[src/rtl/scl_clkgen.sv]
module scl_clkgen #(
  parameter int CODE_W         = 5,
  parameter int STD_HALF_MUL   = 4,
  parameter int FAST_HALF_MUL  = 2,
  parameter int STD_MIN_CODE   = 5,
  parameter int FAST_MIN_CODE  = 3,
  parameter int ASYM_CODE      = 5,
  parameter int ASYM_LOW       = 12,
  parameter int ASYM_HIGH      = 8
) (
  input  logic              clk,
  input  logic              rst_n,
  input  logic [CODE_W-1:0] div_code,
  input  logic              fast_mode,
  input  logic              cfg_wr,
  input  logic              run,
  input  logic              hold,
  output logic              scl,
  output logic              scl_rise,
  output logic              scl_fall,
  output logic              config_error
);
  localparam int CNT_W = $clog2(STD_HALF_MUL * (2 ** CODE_W)) + 1;

  logic             active;
  logic [CNT_W-1:0] cnt;
  logic [CNT_W-1:0] code_w, half_t, low_t, high_t;
  logic             asym;

  assign code_w = CNT_W'(div_code);
  assign half_t = fast_mode ? code_w * CNT_W'(FAST_HALF_MUL)
                            : code_w * CNT_W'(STD_HALF_MUL);
  assign asym   = fast_mode && (div_code == CODE_W'(ASYM_CODE));
  assign low_t  = asym ? CNT_W'(ASYM_LOW)  : half_t;
  assign high_t = asym ? CNT_W'(ASYM_HIGH) : half_t;

  assign config_error = fast_mode ? (div_code < CODE_W'(FAST_MIN_CODE))
                                  : (div_code < CODE_W'(STD_MIN_CODE));

  always_ff @(posedge clk) begin
    if (!rst_n) begin
      active   <= 1'b0;
      scl      <= 1'b1;
      cnt      <= '0;
      scl_rise <= 1'b0;
      scl_fall <= 1'b0;
    end else begin
      scl_rise <= 1'b0;
      scl_fall <= 1'b0;
      if (cfg_wr || config_error) begin
        active <= 1'b0;
        cnt    <= '0;
        if (!scl) begin
          scl      <= 1'b1;
          scl_rise <= 1'b1;
        end
      end else if (!active) begin
        cnt <= '0;
        if (run) begin
          active   <= 1'b1;
          scl      <= 1'b0;
          scl_fall <= 1'b1;
        end
      end else if (!scl) begin
        if (hold) begin
          cnt <= '0;
        end else if (cnt == low_t - 1'b1) begin
          cnt      <= '0;
          scl      <= 1'b1;
          scl_rise <= 1'b1;
        end else begin
          cnt <= cnt + 1'b1;
        end
      end else begin
        if (cnt == high_t - 1'b1) begin
          cnt <= '0;
          if (run) begin
            scl      <= 1'b0;
            scl_fall <= 1'b1;
          end else begin
            active <= 1'b0;
          end
        end else begin
          cnt <= cnt + 1'b1;
        end
      end
    end
  end
endmodule

[config.mk]
export PLATFORM = sky130hd
export DESIGN_NAME = scl_clkgen
export DESIGN_NICKNAME = d
export VERILOG_FILES = /design/src/rtl/scl_clkgen.sv
export SDC_FILE = /design/constraint.sdc
export NUM_CORES = 1
export LEC_CHECK = 0
export ABC_CLOCK_PERIOD_IN_PS = 2700
export BUFFER_PORTS_ARGS = -buffer_cell sky130_fd_sc_hd__clkbuf_2
export CAP_MARGIN = 20
export CORE_UTILIZATION = 55
export CTS_BUF_LIST = sky130_fd_sc_hd__clkbuf_16
export CTS_CLUSTER_SIZE = 25
export DETAILED_ROUTE_END_ITERATION = 6
export HOLD_SLACK_MARGIN = 0.1
export PLACE_DENSITY = 0.78
export SLEW_MARGIN = 20
export SYNTH_ARGS = -nofsm -noshare
export SYNTH_HDL_FRONTEND = slang
export SYNTH_SLANG_ARGS = --single-unit
[constraint.sdc]
create_clock -name clk -period 2.7 [get_ports clk]
set_input_delay 0.135 -clock clk [delete_from_list [all_inputs] [get_ports clk]]
set_output_delay 0.135 -clock clk [all_outputs]
set_load 0.02 [all_outputs]
* Word level (Yosys, flattened, before mapping)
Cells that the tools add are included.
Storage, ports and cells: register bits after elaboration 12, latch bits 0, bits in writable memories 0, memory bits (read-only) 0, input bits 11, output and inout port bits 4, logic and storage cells 46, memories 0
Cells by class: $add $sub $neg 3, multipliers 0, divide/modulo/power cells 0, magnitude comparators 2, equal/unequal tests 3, shift operators 0, muxes and demuxes 26, bitwise operators 2, reduce and logical (&&, ||, !) cells 5
Operators by type and width (count):
- $mux 8 | 4
- $mux 7 | 3
- $mux 1 | 19
- $eq 8x8->1 | 2
- $sub 7x1->8 const B | 2
- $add 8x1->8 const B | 1
- $eq 5x3->1 const B | 1
- $lt 5x2->1 const B | 1
- $lt 5x3->1 const B | 1
- $reduce_or 3->1 | 1
- $not 1->1 | 2
- $reduce_bool 2->1 | 1
- $reduce_or 2->1 | 1
- $logic_and 1x1->1 | 1
- $logic_or 1x1->1 | 1

* Logic depth before layout (Yosys ltp)
depth in word-level cells 10, gate-level depth with buffers 11, mapped depth without buffers 10

* Least setup slack after synthesis
OpenSTA, ideal clock, no wires.
path type input to register, from input port div_code[0], to register scl_rise, library setup time 0.080 ns, arrival 2.066 ns, data required time 2.620 ns, slack 0.554 ns, stages 7, cells stage by stage buf_2 nor3_1 o2bb2ai_1 xor2_1 or4_4 or4b_1 a211oi_2
On the way: longest elaborated chain between the ends 10, elaborated cells on any way between the ends 15
Ends and longest elaborated chain:
- from (decl) | RTL line 13 | input logic [CODE_W-1:0] div_code,
- $eq 5x3->1 | RTL line 33 | assign asym = fast_mode && (div_code == CODE_W'(ASYM_CODE));
- $logic_and 1x1->1 | RTL line 33
- $mux 7 | RTL line 34 | assign low_t = asym ? CNT_W'(ASYM_LOW) : half_t;
- $sub 7x1->8 | RTL line 67 | end else if (cnt == low_t - 1'b1) begin
- $eq 8x8->1 | RTL line 67
- $mux 1 | RTL line 67
- $mux 1 | RTL line 65 | if (hold) begin
- $mux 1 | RTL line 64 | end else if (!scl) begin
- $mux 1 | RTL line 57 | end else if (!active) begin
- $mux 1 * | RTL line 50 | if (cfg_wr || config_error) begin
- to (signal assigned) | RTL line 48 | scl_rise <= 1'b0;
- to (signal assigned) | RTL line 55 | scl_rise <= 1'b1;
- to (signal assigned) | RTL line 70 | scl_rise <= 1'b1;
- to (decl) | RTL line 19 | output logic scl_rise,
Mark *: on every way between the ends. The rest lies on a longest branch, timed or not. A chain may end at the register's enable or synchronous reset.

* Worst setup path in the final report
from input port fast_mode, to register scl_rise
On the way: longest elaborated chain between the ends 9, elaborated cells on any way between the ends 12
Ends and longest elaborated chain:
- from (decl) | RTL line 14 | input logic fast_mode,
- $mux 7 or $logic_and 1x1->1 (tied branches) | RTL line 31, 33
- $mux 7 | RTL line 34
- $sub 7x1->8 | RTL line 67
- $eq 8x8->1 | RTL line 67
- $mux 1 | RTL line 67
- $mux 1 | RTL line 65
- $mux 1 | RTL line 64
- $mux 1 | RTL line 57
- $mux 1 * | RTL line 50
Marked as above.

==> impl_results.md <==
* Die Area at between 1500 and 2000 sq um
* Bufs on Longest Clock Path at 2
* Final Cycle Share at 0.824
* Most frequent cells in the layout: clkbuf_2 (14), dfxtp_1 (12), xor2_1 (11)
* CTS tree: yes
* CTS Hold Bufs at 0
* NetSw at about 0.12 mW
* Antenna viol nets, final at 0
* Die X at about 44 um
* Synth-to-Final Area Change at 15.5%
* Layout Nets at about 150
* Cell Rows at 14
* Syn_area_per_cell at approximately 8.3 sq um
* Final Non-Filler Cells at approximately 150
* Max Slew Vio Count at 0
* Initial Util at 0.613
* Reg2reg end: scl_rise
* First-pass detailed-route iteration total at 6
* Pint at 0.415 mW
* Hold Crit Endpoint: scl
* Root Buffer: clkbuf_16
* Max_cap viols at 0
* FMAX at ~450 MHz
* Fraction of registers with async set/reset at 0
* Die height at between 40 and 50 um
* Final WL at roughly 2.0 mm
* Port Buffer Count at 14
* Final TNS setup at 0 ns
* Placed instance area at approximately 1000 sq um
* Critical Path AT at between 2 and 2.5 ns
* Max IR drop VDD at approximately 0.51 mV
* HP Start: run
* Synth Area in Compound Gates at 0.120
* Via density at around 6.0
* Global route overflow at 0
* Worst-path fanout max at 13
* Post-synthesis cell type count at 38
* Routed via count at 882
* Min cycle time layout at between 2 and 2.5 ns
* Largest net degree at the start of global routing at 14
* Post-synth EDFFs at 0
* FF-to-FF setup slack at 0.67 ns
* Critical Path End Type: register
* Area of the mapped netlist at between 900 and 1000 sq um
* Register share of total power at 0.341
* Slew headroom at 0.657
* Ports at 15
* Largest family of logic cells by synthesized area: simple AND/OR/NAND/NOR gates
* Clock skew at about 0.0043 ns
* HPWL after DPL at between 1.5 and 2 mm
* First-pass GRT wire length at ~3.4 mm
* Combinational Power Share at 0.172
* Power density cells at 483 nW/um^2
* CTS-repair resized insts at 0
* Mux share of post-synthesis cell area at 0.0479
* Final instance area at around 1100 sq um
* Switching Fraction at 0.230
* Clock power share at 0.487
* RR Startpoint: cnt[0]
* Total GRT Usage at 0.236
* Residual DRC count at 0
* Synth Area in Simple Gates at 0.330
* Critical Path RT at approximately 2.9 ns
* Htree depth at 1
* Routability cong. at ~0.9
* Postcts setup bufs at 0
* Routed WL per cell at about 14 um
* Area share of fa/ha/maj cells after synthesis at 0.0389
* Number of diodes at 0
* Syn nets at ~130
* Most common cell after layout, fill and taps aside: clkbuf_2
* Clk sink count at 12
* Setup-failing EPs final at 0
* Worst skew pair latency at 0.24 ns
* Final Hold Viols at 0
* Slew at the pin with the worst max-slew slack at 0.501 ns
* Startpoint class of the critical path: input pin
* Vias in the first global route at just under 800
* Clock-pin slew on the worst setup and hold paths at around 0.040 ns
* Leakage at 0.451 nW
* Synth Area in XOR/XNOR at 0.163
* Iteration-0 DRC Markers at 33
* Unrepaired setup endpoints after global routing: false
* Total CTS buffers at 3
* Hold WC Path Type: input pin to register
* Synth Flop Type: dfxtp_1
* WS Path Type: input pin to register
* DP Cell Count at around 140
* Mapped Cells at between 100 and 150
* Status: completed
* Core Area at 1580 sq um
* Yosys reg bits at 12
* Ys Warns at 0
* Seq/Total Area, Yosys at 0.249
* Initial antenna violation count at 0
* Hold Path Depth at 2
* R2R cell count at 4
* Layout cell share with drive strength beyond 1 at 0.191
-- state kept, by name, summed over array words and instances, names as in the netlist --
register / flops
scl: 1
active: 1
scl_fall: 1
cnt: 8
scl_rise: 1
-- critical path, stage by stage --
cell and delay, ns:
clkbuf_2 0.23, mux2_4 0.36, a21oi_2 0.14, o221ai_1 0.15
or4_4 0.59, or4b_1 0.55, a211oi_2 0.22
-- power groups by stage --
stage	clock, mW	combinational [mW]	sequential, mW
5_1_grt	0.277	0.102	0.184
3_5_place_dp	0	0.0916	0.186
3_3_place_gp	0	0.0895	0.186
2_1_floorplan	0	0.0675	0.188
4_1_cts	0.267	0.0921	0.183
6_report	0.263	0.0927	0.183
-- worst max-delay path by stage --
stage,from,endpoint,slack (ns)
global placement,fast_mode,scl_rise,0.27
floorplan,div_code[0],scl_rise,0.55
finish,fast_mode,scl_rise,0.47
CTS,fast_mode,scl_rise,0.51
detailed placement,fast_mode,scl_rise,0.26
global route,div_code[3],scl_rise,0.28
-- through the flow --
stage | utilization | worst slack (ns) | power (mW) | hold WS (ns)
after floorplan | - | 0.554 | 0.256 | 0.243
after CTS | 0.708 | 0.506 | 0.543 | 0.119
after global routing | 0.708 | 0.282 | 0.563 | 0.124
after global placement | 0.658 | 0.273 | 0.276 | 0.355
after detailed placement | 0.658 | 0.263 | 0.278 | 0.367
final | 0.708 | 0.474 | 0.539 | 0.122
-- metal layers --
metal  up-vias  GRT usage  wire length, um
met5         -          0                0
met1       391      0.313              986
met3         4     0.0792              104
met4         0     0.0788               20
met2        31      0.361              925
li1        456          -                -
-- synth_stat cells, types with 2 or more instances --
cell,number,share of area
and3_1,6,0.039
nand3_1,7,0.036
nand4b_1,3,0.027
xnor2_1,7,0.063
nor2_1,5,0.019
a21oi_1,4,0.021
ha_1,3,0.039
nand2b_1,4,0.026
o22ai_1,3,0.019
dfxtp_1,12,0.25
nand2_1,8,0.031
nor4_1,7,0.045
and2_1,2,0.013
inv_1,6,0.023
a31oi_1,2,0.013
xor2_1,11,0.10
nor3_1,2,0.010
mux2i_1,2,0.021
o21ai_0,2,0.010
buf_2,3,0.016
-- logic make-up (layout without fill, tap and decap cells) --
logic type	Yosys count	after routing
AND/OR/NAND/NOR	52	52
XOR/XNOR	18	18
AO/OA/AOI/OAI	17	17
flip-flops	12	12
buffers and inverters	11	25
multiplexers	4	4
adder cells (fa/ha/maj)	3	3
-- layout make-up --
cell class,count,area (sq um)
Inverter,6,22.5
Multi-Input combinational cell,94,677
Clock buffer,3,75.1
Tap cell,16,20.0
Fill cell,135,460
Timing Repair Buffer,15,77.6
Clock inverter,1,3.75
Sequential cell,12,240
Power figures use the tool's default switching activity.
